## config.mk

```make
export PLATFORM = sky130hd
export DESIGN_NAME = pfg_ce_gate
export DESIGN_NICKNAME = d
export VERILOG_FILES = /design/src/rtl/pfg_pkg.sv /design/src/rtl/pfg_tick_ctr.sv /design/src/rtl/pfg_ctrl.sv /design/src/rtl/pfg_gate.sv /design/src/rtl/pfg_ce_gate.sv
export SDC_FILE = /design/constraint.sdc
export NUM_CORES = 1
export LEC_CHECK = 0
export BUFFER_PORTS_ARGS = -buffer_cell sky130_fd_sc_hd__buf_2
export CAP_MARGIN = 20
export CORE_ASPECT_RATIO = 0.6
export CORE_MARGIN = 3
export CORE_UTILIZATION = 47
export DETAILED_ROUTE_END_ITERATION = 8
export PLACE_DENSITY_LB_ADDON = 0.1
export SYNTH_ARGS = -nofsm -noshare
export SYNTH_HDL_FRONTEND = slang
export SYNTH_HIERARCHICAL = 1
export SYNTH_SLANG_ARGS = --single-unit
```

## constraint.sdc

```tcl
create_clock -name clk -period 3.9 [get_ports clk]
set_input_delay 0.39 -clock clk [delete_from_list [all_inputs] [get_ports clk]]
set_output_delay 0.39 -clock clk [all_outputs]
set_load 0.005 [all_outputs]
```

## src/rtl/pfg_pkg.sv

```systemverilog
package pfg_pkg;

    // Select levels on both the host side and the memory side
    localparam logic CE_SEL  = 1'b0;
    localparam logic CE_IDLE = 1'b1;

    // Operating states of the gate
    typedef enum logic [1:0] {
        ST_RUN   = 2'd0,   // supply valid, select passes through
        ST_DRAIN = 2'd1,   // supply failed, open access allowed to finish
        ST_PROT  = 2'd2,   // supply failed, memory deselected
        ST_RECOV = 2'd3    // supply back, hold running
    } gate_st_e;

    // Controls for the two cycle timers
    typedef struct packed {
        logic wp_start;
        logic wp_step;
        logic rec_start;
        logic rec_step;
    } tmr_ctl_t;

    // Width of a counter that must reach the value lim
    function automatic int unsigned tick_bits(input int unsigned lim);
        return (lim < 2) ? 1 : $clog2(lim + 1);
    endfunction

    // Conditioned select for a given state and inputs
    function automatic logic cond_ce(input gate_st_e st,
                                     input logic     host_n,
                                     input logic     prev_n,
                                     input logic     ok);
        logic r;
        case (st)
            ST_RUN:   r = ok ? host_n : (host_n | prev_n);
            ST_DRAIN: r = host_n;
            default:  r = CE_IDLE;
        endcase
        return r;
    endfunction

endpackage

```

## src/rtl/pfg_tick_ctr.sv

```systemverilog
module pfg_tick_ctr
    import pfg_pkg::*;
#(
    parameter int unsigned LIMIT = 16
) (
    input  logic clk,
    input  logic rst,
    input  logic start,
    input  logic step,
    output logic hit
);

    localparam int unsigned W    = tick_bits(LIMIT);
    localparam logic [W-1:0] ONE  = W'(1);
    localparam logic [W-1:0] LAST = W'(LIMIT - 1);
    localparam logic [W-1:0] TOP  = W'(LIMIT);

    logic [W-1:0] cnt_q;

    // start marks the first elapsed cycle; step counts each later one
    always_ff @(posedge clk) begin
        if (rst) begin
            cnt_q <= '0;
        end else if (start) begin
            cnt_q <= ONE;
        end else if (step && (cnt_q != TOP)) begin
            cnt_q <= cnt_q + ONE;
        end
    end

    assign hit = (cnt_q == LAST);

endmodule

```

## src/rtl/pfg_ctrl.sv

```systemverilog
module pfg_ctrl
    import pfg_pkg::*;
(
    input  logic     clk,
    input  logic     rst,
    input  logic     pwr_ok,
    input  logic     host_ce_n,
    input  logic     mem_ce_n,
    input  logic     wp_hit,
    input  logic     rec_hit,
    output gate_st_e st_q,
    output tmr_ctl_t ctl
);

    gate_st_e st_d;

    always_comb begin
        st_d = st_q;
        ctl  = '0;
        case (st_q)
            ST_RUN: begin
                if (!pwr_ok) begin
                    // an access survives the drop only if the memory is selected now
                    if (mem_ce_n == CE_SEL) begin
                        st_d         = ST_DRAIN;
                        ctl.wp_start = 1'b1;
                    end else begin
                        st_d = ST_PROT;
                    end
                end
            end
            ST_DRAIN: begin
                ctl.wp_step = 1'b1;
                if ((host_ce_n == CE_IDLE) || wp_hit) begin
                    st_d = ST_PROT;
                end
            end
            ST_PROT: begin
                if (pwr_ok) begin
                    st_d          = ST_RECOV;
                    ctl.rec_start = 1'b1;
                end
            end
            ST_RECOV: begin
                ctl.rec_step = 1'b1;
                if (!pwr_ok) begin
                    st_d = ST_PROT;
                end else if (rec_hit) begin
                    st_d = ST_RUN;
                end
            end
            default: st_d = ST_PROT;
        endcase
    end

    always_ff @(posedge clk) begin
        if (rst) begin
            st_q <= ST_PROT;
        end else begin
            st_q <= st_d;
        end
    end

endmodule

```

## src/rtl/pfg_gate.sv

```systemverilog
module pfg_gate
    import pfg_pkg::*;
(
    input  logic     clk,
    input  logic     rst,
    input  gate_st_e st_q,
    input  logic     host_ce_n,
    input  logic     pwr_ok,
    output logic     mem_ce_n
);

    // memory select level of the previous cycle: marks an open access
    logic prev_n_q;

    always_ff @(posedge clk) begin
        if (rst) begin
            prev_n_q <= CE_IDLE;
        end else begin
            prev_n_q <= mem_ce_n;
        end
    end

    assign mem_ce_n = cond_ce(st_q, host_ce_n, prev_n_q, pwr_ok);

endmodule

```

## src/rtl/pfg_ce_gate.sv

```systemverilog
module pfg_ce_gate
    import pfg_pkg::*;
#(
    parameter int unsigned WP_TICKS  = 25000,
    parameter int unsigned REC_TICKS = 20000000
) (
    input  logic clk,
    input  logic rst,
    input  logic host_ce_n,
    input  logic pwr_ok,
    output logic mem_ce_n
);

    gate_st_e st_q;
    tmr_ctl_t ctl;
    logic     wp_hit;
    logic     rec_hit;

    pfg_ctrl u_ctrl (
        .clk       (clk),
        .rst       (rst),
        .pwr_ok    (pwr_ok),
        .host_ce_n (host_ce_n),
        .mem_ce_n  (mem_ce_n),
        .wp_hit    (wp_hit),
        .rec_hit   (rec_hit),
        .st_q      (st_q),
        .ctl       (ctl)
    );

    pfg_gate u_gate (
        .clk       (clk),
        .rst       (rst),
        .st_q      (st_q),
        .host_ce_n (host_ce_n),
        .pwr_ok    (pwr_ok),
        .mem_ce_n  (mem_ce_n)
    );

    // write-protect timer: cycles elapsed since the drop with an open access
    pfg_tick_ctr #(.LIMIT(WP_TICKS)) u_wp_ctr (
        .clk   (clk),
        .rst   (rst),
        .start (ctl.wp_start),
        .step  (ctl.wp_step),
        .hit   (wp_hit)
    );

    // recovery timer: cycles elapsed since power-good returned
    pfg_tick_ctr #(.LIMIT(REC_TICKS)) u_rec_ctr (
        .clk   (clk),
        .rst   (rst),
        .start (ctl.rec_start),
        .step  (ctl.rec_step),
        .hit   (rec_hit)
    );

endmodule

```

* After elaboration in Yosys (flattened, before gate mapping)
Cells that the tools add are included.
Cells by class: add/subtract/negate cells 2, multiplexer cells 20, equal/unequal tests 11, reduce and logical (&&, ||, !) cells 9, bitwise logic cells 1
Operator list (number):
- $add 25x1->25 const B | 1
- $eq 25x25->1 const B | 1
- $ne 25x25->1 const B | 1
- $add 15x1->15 const B | 1
- $eq 15x15->1 const B | 1
- $ne 15x15->1 const B | 1
- $mux 1 | 12
- $mux 2 | 6
- $pmux 2 s4 | 1
- $eq 2x2->1 const B | 2
- $ne 2x2->1 const B | 2
- $reduce_and 4->1 | 1
- $reduce_bool 2->1 | 2
- $reduce_or 2->1 | 2
- $ne 3x3->1 const B | 1
- $eq 2x1->1 const B | 1
- $logic_and 1x1->1 | 2
- $logic_not 2->1 | 1
- $ne 2x1->1 const B | 1
- $pmux 1 s2 | 1
- $logic_or 1x1->1 | 1
- $or 1x1->1 | 1
Word-level totals: output and inout bits 1, input port bits 4, register bits after elaboration 43

* Depth between registers and ports, before layout
Gate-level depths: netlist (run 1).
depth after elaboration 7, mapped depth 8, mapped depth without buffers 7

* Hierarchy
The synthesis (run 1) kept the hierarchy.
Modules (own cells, without submodules):
- pfg_tick_ctr (u_rec_ctr) | instances 1, cells each 151, area an instance 1311.3 um^2
- pfg_tick_ctr (u_wp_ctr) | instances 1, cells each 93, area an instance 795.8 um^2
- pfg_ctrl | instances 1, cells each 20, area an instance 162.7 um^2
- pfg_gate | instances 1, cells each 5, area an instance 47.5 um^2

* Worst setup path before layout (run 1)
No wires, ideal clock.
path type reg2reg, from reg u_ctrl.st_q[0], to reg u_rec_ctr.cnt_q[24], data required time 3.772 ns, slack 2.038 ns, arrival 1.735 ns, cell stages (with the launch flop) 9, path buffers 2, cell sequence dfxtp_1 clkbuf_1 and2_2 bufbuf_16 nand3_2 nor4_4 nand4_1 xor2_1 nor2_1
RTL lines:
- from (decl) | line pfg_ctrl.sv:11 | output gate_st_e st_q,
- from (signal assigned) | line pfg_ctrl.sv:60 | st_q <= st_d;
- to (signal assigned) | line pfg_tick_ctr.sv:27 | cnt_q <= cnt_q + ONE;
- to (decl) | line pfg_tick_ctr.sv:18 | logic [W-1:0] cnt_q;

* Worst setup path after layout (run 1)
from reg u_rec_ctr.cnt_q[1], to reg u_ctrl.st_q[1]
Between the ends: longest elaborated chain between the ends 3
RTL lines:
- $eq 25x25->1 | line pfg_tick_ctr.sv:31 | assign hit = (cnt_q == LAST);
- via rec_hit | line pfg_ce_gate.sv:17 | logic rec_hit;
- $ne 3x3->1 (no line)
- $reduce_and 4->1 (no line)
The timed path passes the listed nets, and every way through them passes these cells. A chain may end at the register's enable or synchronous reset.

==> results by group, run 1 <==
Synth
  – Post-synth top area share: 37.1%
  – Post-Syn Area per Cell: 8.61 sq um
  – Post-synth EDFFs: 0
  – Main synth FF type: dfxtp_1
  – Post-Syn Nets: 277
  – Yosys top cell by area: dfxtp_1
  – Synth cell types: 49
  – Synth warn: 6
  – Netlist Area Pre-Place: 2320 sq um
  – Synth top area cells: dfxtp_1, xor2_1, nor2_1
  – Cells after Synth: 269
  – Yosys reg bits: 43
  – FFs w/ async S/R, synth: 0%
  – Seq/Total Area, Yosys: 37.1%

Floorplanning
  – Std-Cell Rows: 19
  – Total die area: 5840 sq um
  – DIE WIDTH: 96.7 um
  – Starting density of the core: 49.7%
  – Core area: 4660 sq um
  – Io pins: 5
  – Die H: 60.4 um

STA
  – Setup Skew: 0.00425 ns
  – Fmax: 470 MHz
  – Max-slew headroom: 51.8%
  – RSZ-0062 raised after global routing: no
  – Tcrit/Tclk final: 54.6%
  – Final Max Tran Viols: 0
  – Fin crit period: 2.13 ns
  – Final hold viol count: 0
  – Setup TNS: 0 ns
  – Final setup viols: 0
  – Actual slew at the worst max-slew pin: 0.717 ns

Pwr
  – Cell Pwr Density: 340 nW/um^2
  – Leakage: 0.799 nW
  – Largest vdd supply drop: 153 uV
  – Pwr Total: 834 uW

Worst hold path
  – Hold path cells: 2
  – Hold Path Class: in2reg

Clock network
  – Clk sink count: 43
  – PostCTS Resize Cnt: 0
  – H-tree levels: 2
  – CTS Buf Count: 5
  – CTS Root Cell: clkbuf_8
  – Postcts setup bufs: 0
  – CTS tree: done
  – Skew-Pair Late Insertion Delay: 0.29 ns
  – Hold Buf Count CTS: 0
  – Clk buf depth: 2
  – Clock transition at the registers of the reported paths: 0.08 ns

Cells and area
  – Cell area after layout: 2450 sq um
  – Nets: 279
  – Area growth syn-to-layout: 5.94%
  – Register area: 861 sq um
  – Antenna fix cells: 0
  – Ratio of cells with drive above 1 in the final layout: 14.7%
  – Fill count: 461
  – Area of the multi-input gates: 1340 sq um

Routing
  – Routed len/inst: 13.6 um
  – Vias: 1812
  – DRT Pass-1 Iters: 5
  – DRC: 0
  – Antenna-violating nets left: 0
  – Final wirelength: 4.54 mm
  – Vias per cell: 5.41
  – DR iter-0 viols: 135

Global route
  – Vias in the first global route: 1579
  – Grt ovf: 0
  – Initial antenna violation count: 0
  – Global-route wire length before repair: 7.81 mm
  – Largest net degree at the start of global routing: 24
  – Tot GR Track Use: 16.7%

Worst setup path
  – Startpoint Class: flip-flop
  – Crit path max-delay family: simple AND/OR/NAND/NOR gates
  – Crit. End Element: flip-flop
  – CP Depth: 6
  – Crit-path max cell delay: 0.52 ns
  – Worst Path Max Fanout: 6
  – WP buf/inv: 0
  – Slowest-stage cell, CP: nor4_1
  – Worst Reg2Reg Path Length in Cells: 6
  – Cell Chain, Critical Path: ha_1 > nand3_1 > or2_2 > nor4_1 > nand4_1 > a31o_2
  – CP Data Required Time: 4.09 ns
  – Crit Path Class: reg2reg
  – R2R setup slack: 1.77 ns
  – Critical Path AT: 2.32 ns

Run
  – Max-Cap Viols: 0

Place
  – HPWL Detailed: 3.26 mm
  – Buffers on Ports: 4
  – Placed cell area: 2340 sq um
  – Placer Congestion: 0.832

Status
  – Outcome: finished, final reports clean
-- flip-flops by register name, indices dropped and copies added (netlist names) --
signal	flops
u_rec_ctr/cnt_q	25
u_wp_ctr/cnt_q	15
u_ctrl/st_q	2
u_gate/prev_n_q	1
-- logic make-up after synthesis --
group	count (synthesis)	share of synthesized area [%]
AO/OA/AOI/OAI	40	11.0
XOR/XNOR	24	9.07
AND/OR/NAND/NOR	138	35.5
flip-flops	43	37.1
buffers and inverters	20	5.18
adder cells (fa/ha/maj)	4	2.16
-- cells in the mapped netlist (7+ instances only) --
cell	instances
dfxtp_1	43
nor2_1	34
nand2_1	21
xor2_1	16
nand3_1	15
nand4_1	15
a21oi_1	13
inv_1	11
o21ai_0	11
or3_1	8
xnor2_1	8
nor3_1	7
nor4_1	7
-- final timing paths --
path                              to          startpoint
setup / recovery      u_ctrl/st_q[1]  u_rec_ctr/cnt_q[1]
hold / removal    u_rec_ctr/cnt_q[0]                 rst
setup reg to reg      u_ctrl/st_q[1]  u_rec_ctr/cnt_q[1]
hold reg to reg      u_gate/prev_n_q     u_gate/prev_n_q
-- metal layers --
metal | GRT usage (%) | part of all wire (%)
met5 | 0 | 0
met4 | 4.20 | 0.46
met3 | 4.48 | 4.2
met2 | 20.6 | 33
met1 | 27.2 | 63
-- metrics by stage --
stage               instances  hold WS (ns)  utilization [%]  worst slack (ns)
floorplan                 269         0.427                -              2.04
global placement          327         0.454             50.2              1.75
detailed placement        327         0.449             50.2              1.76
CTS                       335         0.355             52.7              1.79
global route              335         0.378             52.7              1.60
finish                    335         0.364             52.7              1.77
-- where the power goes --
part / total, mW / switching, mW / internal [mW] / leakage (nW)
Sequential: 0.445 / 0.00396 / 0.441 / 0.347
Clock: 0.360 / 0.153 / 0.207 / 0.0612
Combinational: 0.0286 / 0.0203 / 0.00826 / 0.391
Total: 0.834 / 0.177 / 0.657 / 0.799
-- cells in the final DEF (no fill, tap or decap), types with 3 or more instances in the layout --
cell type	count
inv_1	11
xor2_1	16
dfxtp_1	43
xnor2_1	8
or3_1	8
nor2_1	34
nand4_1	15
buf_2	4
o21ai_0	11
or3_2	3
ha_1	4
a31o_2	3
nor4_1	7
or2_2	3
nand3_1	15
clkbuf_8	6
a21oi_1	13
nor3_1	7
nand2_1	21
nand3b_1	4
-- worst register-to-register path: cells and delay by family, from the launching register on --
family	cells	cell delay (ns)
AND/OR/NAND/NOR	4	1.10
adder cells (fa/ha/maj)	1	0.24
flip-flops	1	0.42
AO/OA/AOI/OAI	1	0.26
-- final cells by class --
| class | count | area share [%] |
|---|---|---|
| Timing Repair Buffer | 4 | 0.815 |
| Inverter | 11 | 1.68 |
| Clock buffer | 6 | 3.36 |
| Tap cell | 63 | 3.21 |
| Clock inverter | 2 | 1.43 |
| Sequential cell | 43 | 35.1 |
| Multi-Input combinational cell | 206 | 54.4 |
Power figures use the tool's default switching activity.
==> run 2: changes to the inputs <==
- ABC_AREA: not set -> 1
- clock period: 3.9 -> 1.9 ns (I/O delays scaled with it)
==> run 2 against run 1 <==
Net effect:
- hold slack got worse by 0.23 ns
- register-to-register slack got worse by 1.6 ns
- combinational power rose to 17 times the previous value
- fmax rose by 22%
- die area rose by 24%
- wire length rose by 64%
- worst setup slack got worse by 1.6 ns
- largest power group unchanged
==> results by group, run 2 <==
Clock network
  – Clk buf depth: 2 (unchanged)
  – Clk sink count: 43 (unchanged)
  – Hold Buf Count CTS: 0 (unchanged)
  – Skew-Pair Late Insertion Delay: 0.30 ns (was 0.29 ns)
  – CTS tree: done (unchanged)
  – Postcts setup bufs: 0 (unchanged)
  – H-tree levels: 2 (unchanged)
  – CTS Buf Count: 5 (unchanged)
  – CTS Root Cell: clkbuf_8 (unchanged)
  – Clock transition at the registers of the reported paths: 0.08 ns (about the same)

Cells and area
  – Antenna fix cells: 0 (unchanged)
  – Non-Filler Instances: 579 (was 335)
  – Area growth syn-to-layout: 8.36% (was 5.94%)
  – Commonest non-fill, non-tap cells in the layout: nand2_1, nor2_1, inv_1 (was dfxtp_1, nor2_1, nand2_1)
  – Max reg flops: 25 (unchanged)
  – Cell area after layout: 3180 sq um (was 2450 sq um)
  – Nets: 506 (was 279)
  – Utilization of the core after routing: 54.8% (was 52.7%)
  – Biggest regs: u_rec_ctr/cnt_q (25), u_wp_ctr/cnt_q (15), u_ctrl/st_q (2) (unchanged)
  – Ratio of cells with drive above 1 in the final layout: 10.2% (was 14.7%)
  – Commonest non-fill, non-tap cell in the layout: nand2_1 (was dfxtp_1)
  – Top reg by flops: u_rec_ctr/cnt_q (unchanged)

STA
  – Setup slack after layout: 0.155 ns (was 1.77 ns)
  – Fin crit period: 1.75 ns (was 2.13 ns)
  – Final setup viols: 0 (unchanged)
  – Max-slew headroom: 66.5% (was 51.8%)
  – Final hold viol count: 0 (unchanged)
  – Final Max Tran Viols: 0 (unchanged)
  – Tcrit/Tclk final: 91.9% (was 54.6%)
  – Fmax: 573 MHz (was 470 MHz)
  – Actual slew at the worst max-slew pin: 0.501 ns (was 0.717 ns)
  – Setup TNS: 0 ns (unchanged)
  – Setup Skew: 0.00714 ns (was 0.00425 ns)

Place
  – Placer Congestion: 0.887 (was 0.832)
  – # placed instances: 568 (was 327)
  – HPWL Detailed: 5.33 mm (was 3.26 mm)
  – Pre-CTS setup slack: 0.0262 ns (was 1.76 ns)
  – Buffers on Ports: 4 (unchanged)
  – Placed cell area: 3020 sq um (was 2340 sq um)

Synth
  – Cells after Synth: 487 (was 269)
  – Most numerous cell in the Yosys netlist: nand2_1 (was dfxtp_1)
  – Yosys top cell by area: dfxtp_1 (unchanged)
  – Seq/Total Area, Yosys: 29.3% (was 37.1%)
  – Post-synth EDFFs: 0 (unchanged)
  – Synth warn: 6 (unchanged)
  – Yosys reg bits: 43 (unchanged)
  – Post-synth top cells: nand2_1, nor2_1, inv_1 (was dfxtp_1, nor2_1, nand2_1)
  – Post-synth top area share: 29.3% (was 37.1%)
  – Main synth FF type: dfxtp_1 (unchanged)
  – Netlist Area Pre-Place: 2930 sq um (was 2320 sq um)
  – Synth cell types: 28 (was 49)
  – FFs w/ async S/R, synth: 0% (unchanged)
  – Post-Syn Area per Cell: 6.02 sq um (was 8.61 sq um)
  – Post-Syn Nets: 495 (was 277)
  – Synth top area cells: dfxtp_1, nand2_1, nor2_1 (was dfxtp_1, xor2_1, nor2_1)

Floorplanning
  – Die H: 67.2 um (was 60.4 um)
  – Io pins: 5 (unchanged)
  – Total die area: 7260 sq um (was 5840 sq um)
  – DIE WIDTH: 108 um (was 96.7 um)
  – Starting density of the core: 50.5% (was 49.7%)
  – Core area: 5810 sq um (was 4660 sq um)
  – Std-Cell Rows: 21 (was 19)

Worst setup path
  – Crit. End Element: flip-flop (unchanged)
  – R2R setup slack: 0.15 ns (was 1.77 ns)
  – CP Capture Point: u_rec_ctr/cnt_q[2] (was u_ctrl/st_q[1])
  – RR Endpoint: u_rec_ctr/cnt_q[2] (was u_ctrl/st_q[1])
  – Critical Path AT: 1.92 ns (was 2.32 ns)
  – Worst Path Max Fanout: 10 (was 6)
  – Worst Reg2Reg Path Length in Cells: 9 (was 6)
  – Startpoint Class: flip-flop (unchanged)
  – Crit Path Class: reg2reg (unchanged)
  – Crit path from: u_rec_ctr/cnt_q[13] (was u_rec_ctr/cnt_q[1])
  – Worst r2r src: u_rec_ctr/cnt_q[13] (was u_rec_ctr/cnt_q[1])
  – CP Data Required Time: 2.08 ns (was 4.09 ns)

Routing
  – Antenna-violating nets left: 0 (unchanged)
  – Vias: 2869 (was 1812)
  – Final wirelength: 7.46 mm (was 4.54 mm)
  – DR iter-0 viols: 233 (was 135)
  – DRT Pass-1 Iters: 5 (unchanged)
  – DRC: 0 (unchanged)
  – Routed len/inst: 12.9 um (was 13.6 um)
  – Vias per cell: 4.96 (was 5.41)

Global route
  – Grt ovf: 0 (unchanged)
  – Vias in the first global route: 2388 (was 1579)
  – Tot GR Track Use: 21.2% (was 16.7%)
  – Global-route wire length before repair: 12.1 mm (was 7.81 mm)
  – Largest net degree at the start of global routing: 23 (was 24)
  – Initial antenna violation count: 0 (unchanged)

Pwr
  – Cell Pwr Density: 701 nW/um^2 (was 340 nW/um^2)
  – Largest vdd supply drop: 312 uV (was 153 uV)
  – Leakage: 1.22 nW (was 0.799 nW)

Worst hold path
  – Hold path cells: 3 (was 2)
  – Hold Path Class: in2reg (unchanged)

Status
  – Outcome: finished, final reports clean (unchanged)

Run
  – Max-Cap Viols: 0 (unchanged)
[run 2: final cells by class]
type / instances / area [sq um]
repair inverters: 3 / 20.0
fillers: 591 / 2630
repair buffers: 13 / 100
clock buffers: 6 / 82.6
inverters: 62 / 236
multi-input cells: 370 / 1740
flip-flops and latches: 43 / 862
clock inverters: 2 / 35.0
well taps: 80 / 100
[run 2: cell families (layout without fill, tap and decap cells)]
kind of cell	after synthesis	after routing	synth area share, %
adders and majority gates	4	4	1.71
and+or+nand+nor	313	313	45.7
xor gates and xnor gates	18	18	5.37
DFF	43	43	29.3
buffers and inverters	74	86	11.5
AOI/OAI and AO/OA	35	35	6.35
[run 2: through the flow]
| step | hold slack [ns] | power, mW |
|---|---|---|
| 3_3_place_gp | 0.431 | 1.41 |
| 6_report | 0.132 | 2.23 |
| 2_1_floorplan | 0.257 | 1.36 |
| 3_5_place_dp | 0.433 | 1.42 |
| 4_1_cts | 0.123 | 2.19 |
| 5_1_grt | 0.117 | 2.36 |
[run 2: worst min-delay path by stage]
stage | from | endpoint | slack [ns]
2_1_floorplan | rst | u_ctrl/st_q[0] | 0.26
3_3_place_gp | host_ce_n | u_gate/prev_n_q | 0.43
3_5_place_dp | host_ce_n | u_gate/prev_n_q | 0.43
4_1_cts | host_ce_n | u_gate/prev_n_q | 0.12
5_1_grt | host_ce_n | u_gate/prev_n_q | 0.12
6_report | host_ce_n | u_gate/prev_n_q | 0.13
[run 2: repair_timing]
action / 4_1_cts / 5_1_grt
resized for setup: 1 / 8
gates cloned: 0 / 3
endpoints found under the setup margin: 5 / 22
[run 2: worst max-delay path: stages, from the launching register on]
cell	delay, ns
dfxtp_1	0.43
nand2_1	0.07
nor2_1	0.20
nand2_1	0.10
nor2_2	0.13
nand2_4	0.12
nand2_4	0.17
clkinvlp_2	0.24
nand2_1	0.11
a21oi_1	0.06
[run 2: metal layers]
layer	vias to the layer above	global-route usage [%]	routed length, um
met5	-	0	0
met1	1257	35.5	4160
li1	1523	-	-
met3	2	5.25	714
met2	87	26.0	2570
met4	0	3.78	23
[run 2: power breakdown]
part | switching (mW) | total [mW] | internal (mW)
registers | 0.0422 | 0.972 | 0.930
logic | 0.345 | 0.497 | 0.152
clock network | 0.332 | 0.758 | 0.426
==> run 3: changes to the inputs <==
- ABC_AREA: 1 -> 0
- CORE_ASPECT_RATIO: 0.6 -> 1.25
==> run 3 against run 2 <==
Net effect:
- utilization increased by 0.97 points
- clock skew increased by 0.00080 ns
- first-iteration DRC count decreased by 44%
- die area decreased by 20%
- sequential cell count unchanged
- sequential power decreased by 6.4%
- cell count decreased by 40%
- global-route usage decreased by 3.5 points
- hold slack improved by 0.042 ns
- wire length decreased by 38%
- count of clock-buffer cells in the layout unchanged
- worst setup slack got worse by 0.081 ns
- critical path type unchanged
==> results by group, run 3 (synthesized netlist as in run 1, its figures left out) <==
Global route
  – Grt ovf: 0 (unchanged)
  – Initial antenna violation count: 0 (unchanged)
  – Tot GR Track Use: 17.7% (was 21.2%)
  – Global-route wire length before repair: 8.05 mm (was 12.1 mm)
  – Vias in the first global route: 1813 (was 2388)
  – Largest net degree at the start of global routing: 24 (was 23)

Cells and area
  – Cell area after layout: 2560 sq um (was 3180 sq um)
  – Max reg flops: 25 (unchanged)
  – Antenna fix cells: 0 (unchanged)
  – Commonest non-fill, non-tap cells in the layout: dfxtp_1, nor2_1, nand2_1 (was nand2_1, nor2_1, inv_1)
  – Top reg by flops: u_rec_ctr/cnt_q (unchanged)
  – Fill count: 446 (was 591)
  – Area growth syn-to-layout: 10.5% (was 8.36%)
  – Ratio of cells with drive above 1 in the final layout: 20.1% (was 10.2%)
  – Nets: 296 (was 506)
  – Biggest regs: u_rec_ctr/cnt_q (25), u_wp_ctr/cnt_q (15), u_ctrl/st_q (2) (unchanged)
  – Non-Filler Instances: 347 (was 579)
  – Commonest non-fill, non-tap cell in the layout: dfxtp_1 (was nand2_1)

Clock network
  – Clk sink count: 43 (unchanged)
  – PostCTS Resize Cnt: 0 (was 1)
  – Clk buf depth: 2 (unchanged)
  – CTS Root Cell: clkbuf_8 (unchanged)
  – Hold Buf Count CTS: 0 (unchanged)
  – H-tree levels: 2 (unchanged)
  – CTS tree: done (unchanged)
  – Postcts setup bufs: 0 (unchanged)
  – Clock transition at the registers of the reported paths: 0.08 ns (about the same)
  – CTS Buf Count: 5 (unchanged)
  – Skew-Pair Late Insertion Delay: 0.29 ns (was 0.30 ns)

Worst setup path
  – Critical Path AT: 2.01 ns (was 1.92 ns)
  – Crit. End Element: flip-flop (unchanged)
  – CP Data Required Time: 2.09 ns (was 2.08 ns)
  – R2R setup slack: 0.07 ns (was 0.15 ns)
  – Startpoint Class: flip-flop (unchanged)
  – Worst Path Max Fanout: 3 (was 10)
  – Crit Path Class: reg2reg (unchanged)

STA
  – RSZ-0062 raised after global routing: yes
  – Fin crit period: 1.83 ns (was 1.75 ns)
  – Actual slew at the worst max-slew pin: 0.466 ns (was 0.501 ns)
  – Setup Skew: 0.00793 ns (was 0.00714 ns)
  – WHS: 0.174 ns (was 0.132 ns)
  – Final setup viols: 0 (unchanged)
  – Setup slack after layout: 0.0737 ns (was 0.155 ns)
  – Fmax: 548 MHz (was 573 MHz)
  – Setup TNS: 0 ns (unchanged)
  – Max-slew headroom: 68.9% (was 66.5%)
  – Final hold viol count: 0 (unchanged)
  – Tcrit/Tclk final: 96.1% (was 91.9%)
  – Final Max Tran Viols: 0 (unchanged)

Floorplanning
  – Std-Cell Rows: 27 (was 21)
  – Die H: 84.5 um (was 67.2 um)
  – Starting density of the core: 50.4% (was 50.5%)
  – DIE WIDTH: 68.8 um (was 108 um)
  – Io pins: 5 (unchanged)
  – Core area: 4590 sq um (was 5810 sq um)
  – Total die area: 5810 sq um (was 7260 sq um)

Pwr
  – Sequential power share: 58.2% (was 43.7%)
  – Clock share of power: 37.0% (was 34.0%)
  – Int Pwr: 1.19 mW (was 1.51 mW)
  – NetSw: 374 uW (was 719 uW)
  – Logic gate share of total power: 4.8% (was 22.3%)
  – Largest vdd supply drop: 400 uV (was 312 uV)
  – Leakage: 0.867 nW (was 1.22 nW)
  – Cell Pwr Density: 611 nW/um^2 (was 701 nW/um^2)
  – Net Sw Frac: 23.9% (was 32.3%)

Routing
  – Vias: 1911 (was 2869)
  – Routed len/inst: 13.3 um (was 12.9 um)
  – DRC: 0 (unchanged)
  – DR iter-0 viols: 130 (was 233)
  – Antenna-violating nets left: 0 (unchanged)
  – DRT Pass-1 Iters: 4 (was 5)
  – Vias per cell: 5.51 (was 4.96)
  – Final wirelength: 4.62 mm (was 7.46 mm)

Run
  – Max-Cap Viols: 0 (unchanged)

Place
  – HPWL Detailed: 3.38 mm (was 5.33 mm)
  – # placed instances: 339 (was 568)
  – Pre-CTS setup slack: 0.0470 ns (was 0.0262 ns)
  – Placer Congestion: 0.813 (was 0.887)
  – Placed cell area: 2460 sq um (was 3020 sq um)
  – Buffers on Ports: 4 (unchanged)

Worst hold path
  – Hold Path Class: in2reg (unchanged)

Status
  – Outcome: finished, final reports clean (unchanged)
## run 3: cell types whose count changed in the layout (fill, tap and decap cells not counted), moves of 5 or more
cell and delta:
nor3_1 +5, buf_4 +9, nor2_1 -44, o21ai_0 +5, nand2_1 -147, a21oi_1 -12, inv_1 -42, or3_1 +8
nor2_2 -5, nand3_1 -15
## run 3: stage by stage
step	total power, mW	utilization (%)
after CTS	1.59	55.4
after floorplan	0.990	-
final	1.56	55.7
after global routing	1.64	55.7
after detailed placement	1.01	53.5
after global placement	1.01	53.5
## run 3: final timing paths
| path | to | start | cells after the start |
|---|---|---|---|
| worst max-delay path | u_ctrl/st_q[1] | u_rec_ctr/cnt_q[0] | 6 |
| worst min-delay path | u_rec_ctr/cnt_q[0] | rst | 2 |
| worst min register to register | u_gate/prev_n_q | u_gate/prev_n_q | 1 |
| worst max register to register | u_ctrl/st_q[1] | u_rec_ctr/cnt_q[0] | 6 |
## run 3: routing by layer
layer	vias to the layer above	global-route usage [%]	part of all wire, %
met5	-	0	0
met4	0	5.32	1.5
met3	7	4.02	2.4
met2	21	31.8	52
met1	885	20.2	44
li1	998	-	-
## run 3: area by class of cell
class | instances | area [sq um] | area share, %
repair buffers | 21 | 148 | 5.77
inverters | 11 | 41.3 | 1.61
flip-flops and latches | 43 | 862 | 33.7
clock buffers | 6 | 72.6 | 2.83
clock inverters | 2 | 12.5 | 0.489
well taps | 58 | 72.6 | 2.83
multi-input cells | 206 | 1350 | 52.8
## run 3: power groups by stage
| stage | sequential (mW) | clock, mW | combinational (mW) |
|---|---|---|---|
| finish | 0.910 | 0.579 | 0.0749 |
| global route | 0.912 | 0.641 | 0.0833 |
| CTS | 0.910 | 0.606 | 0.0748 |
| detailed placement | 0.931 | 0 | 0.0744 |
| global placement | 0.931 | 0 | 0.0746 |
| floorplan | 0.931 | 0 | 0.0596 |
## run 3: worst max-delay path, stage by stage, from the launching register on
cell and delay [ns]:
dfxtp_1 0.34, ha_1 0.19, nand3_1 0.12, or2_2 0.34, nor4_4 0.33, nand4_1 0.14
a31o_2 0.27
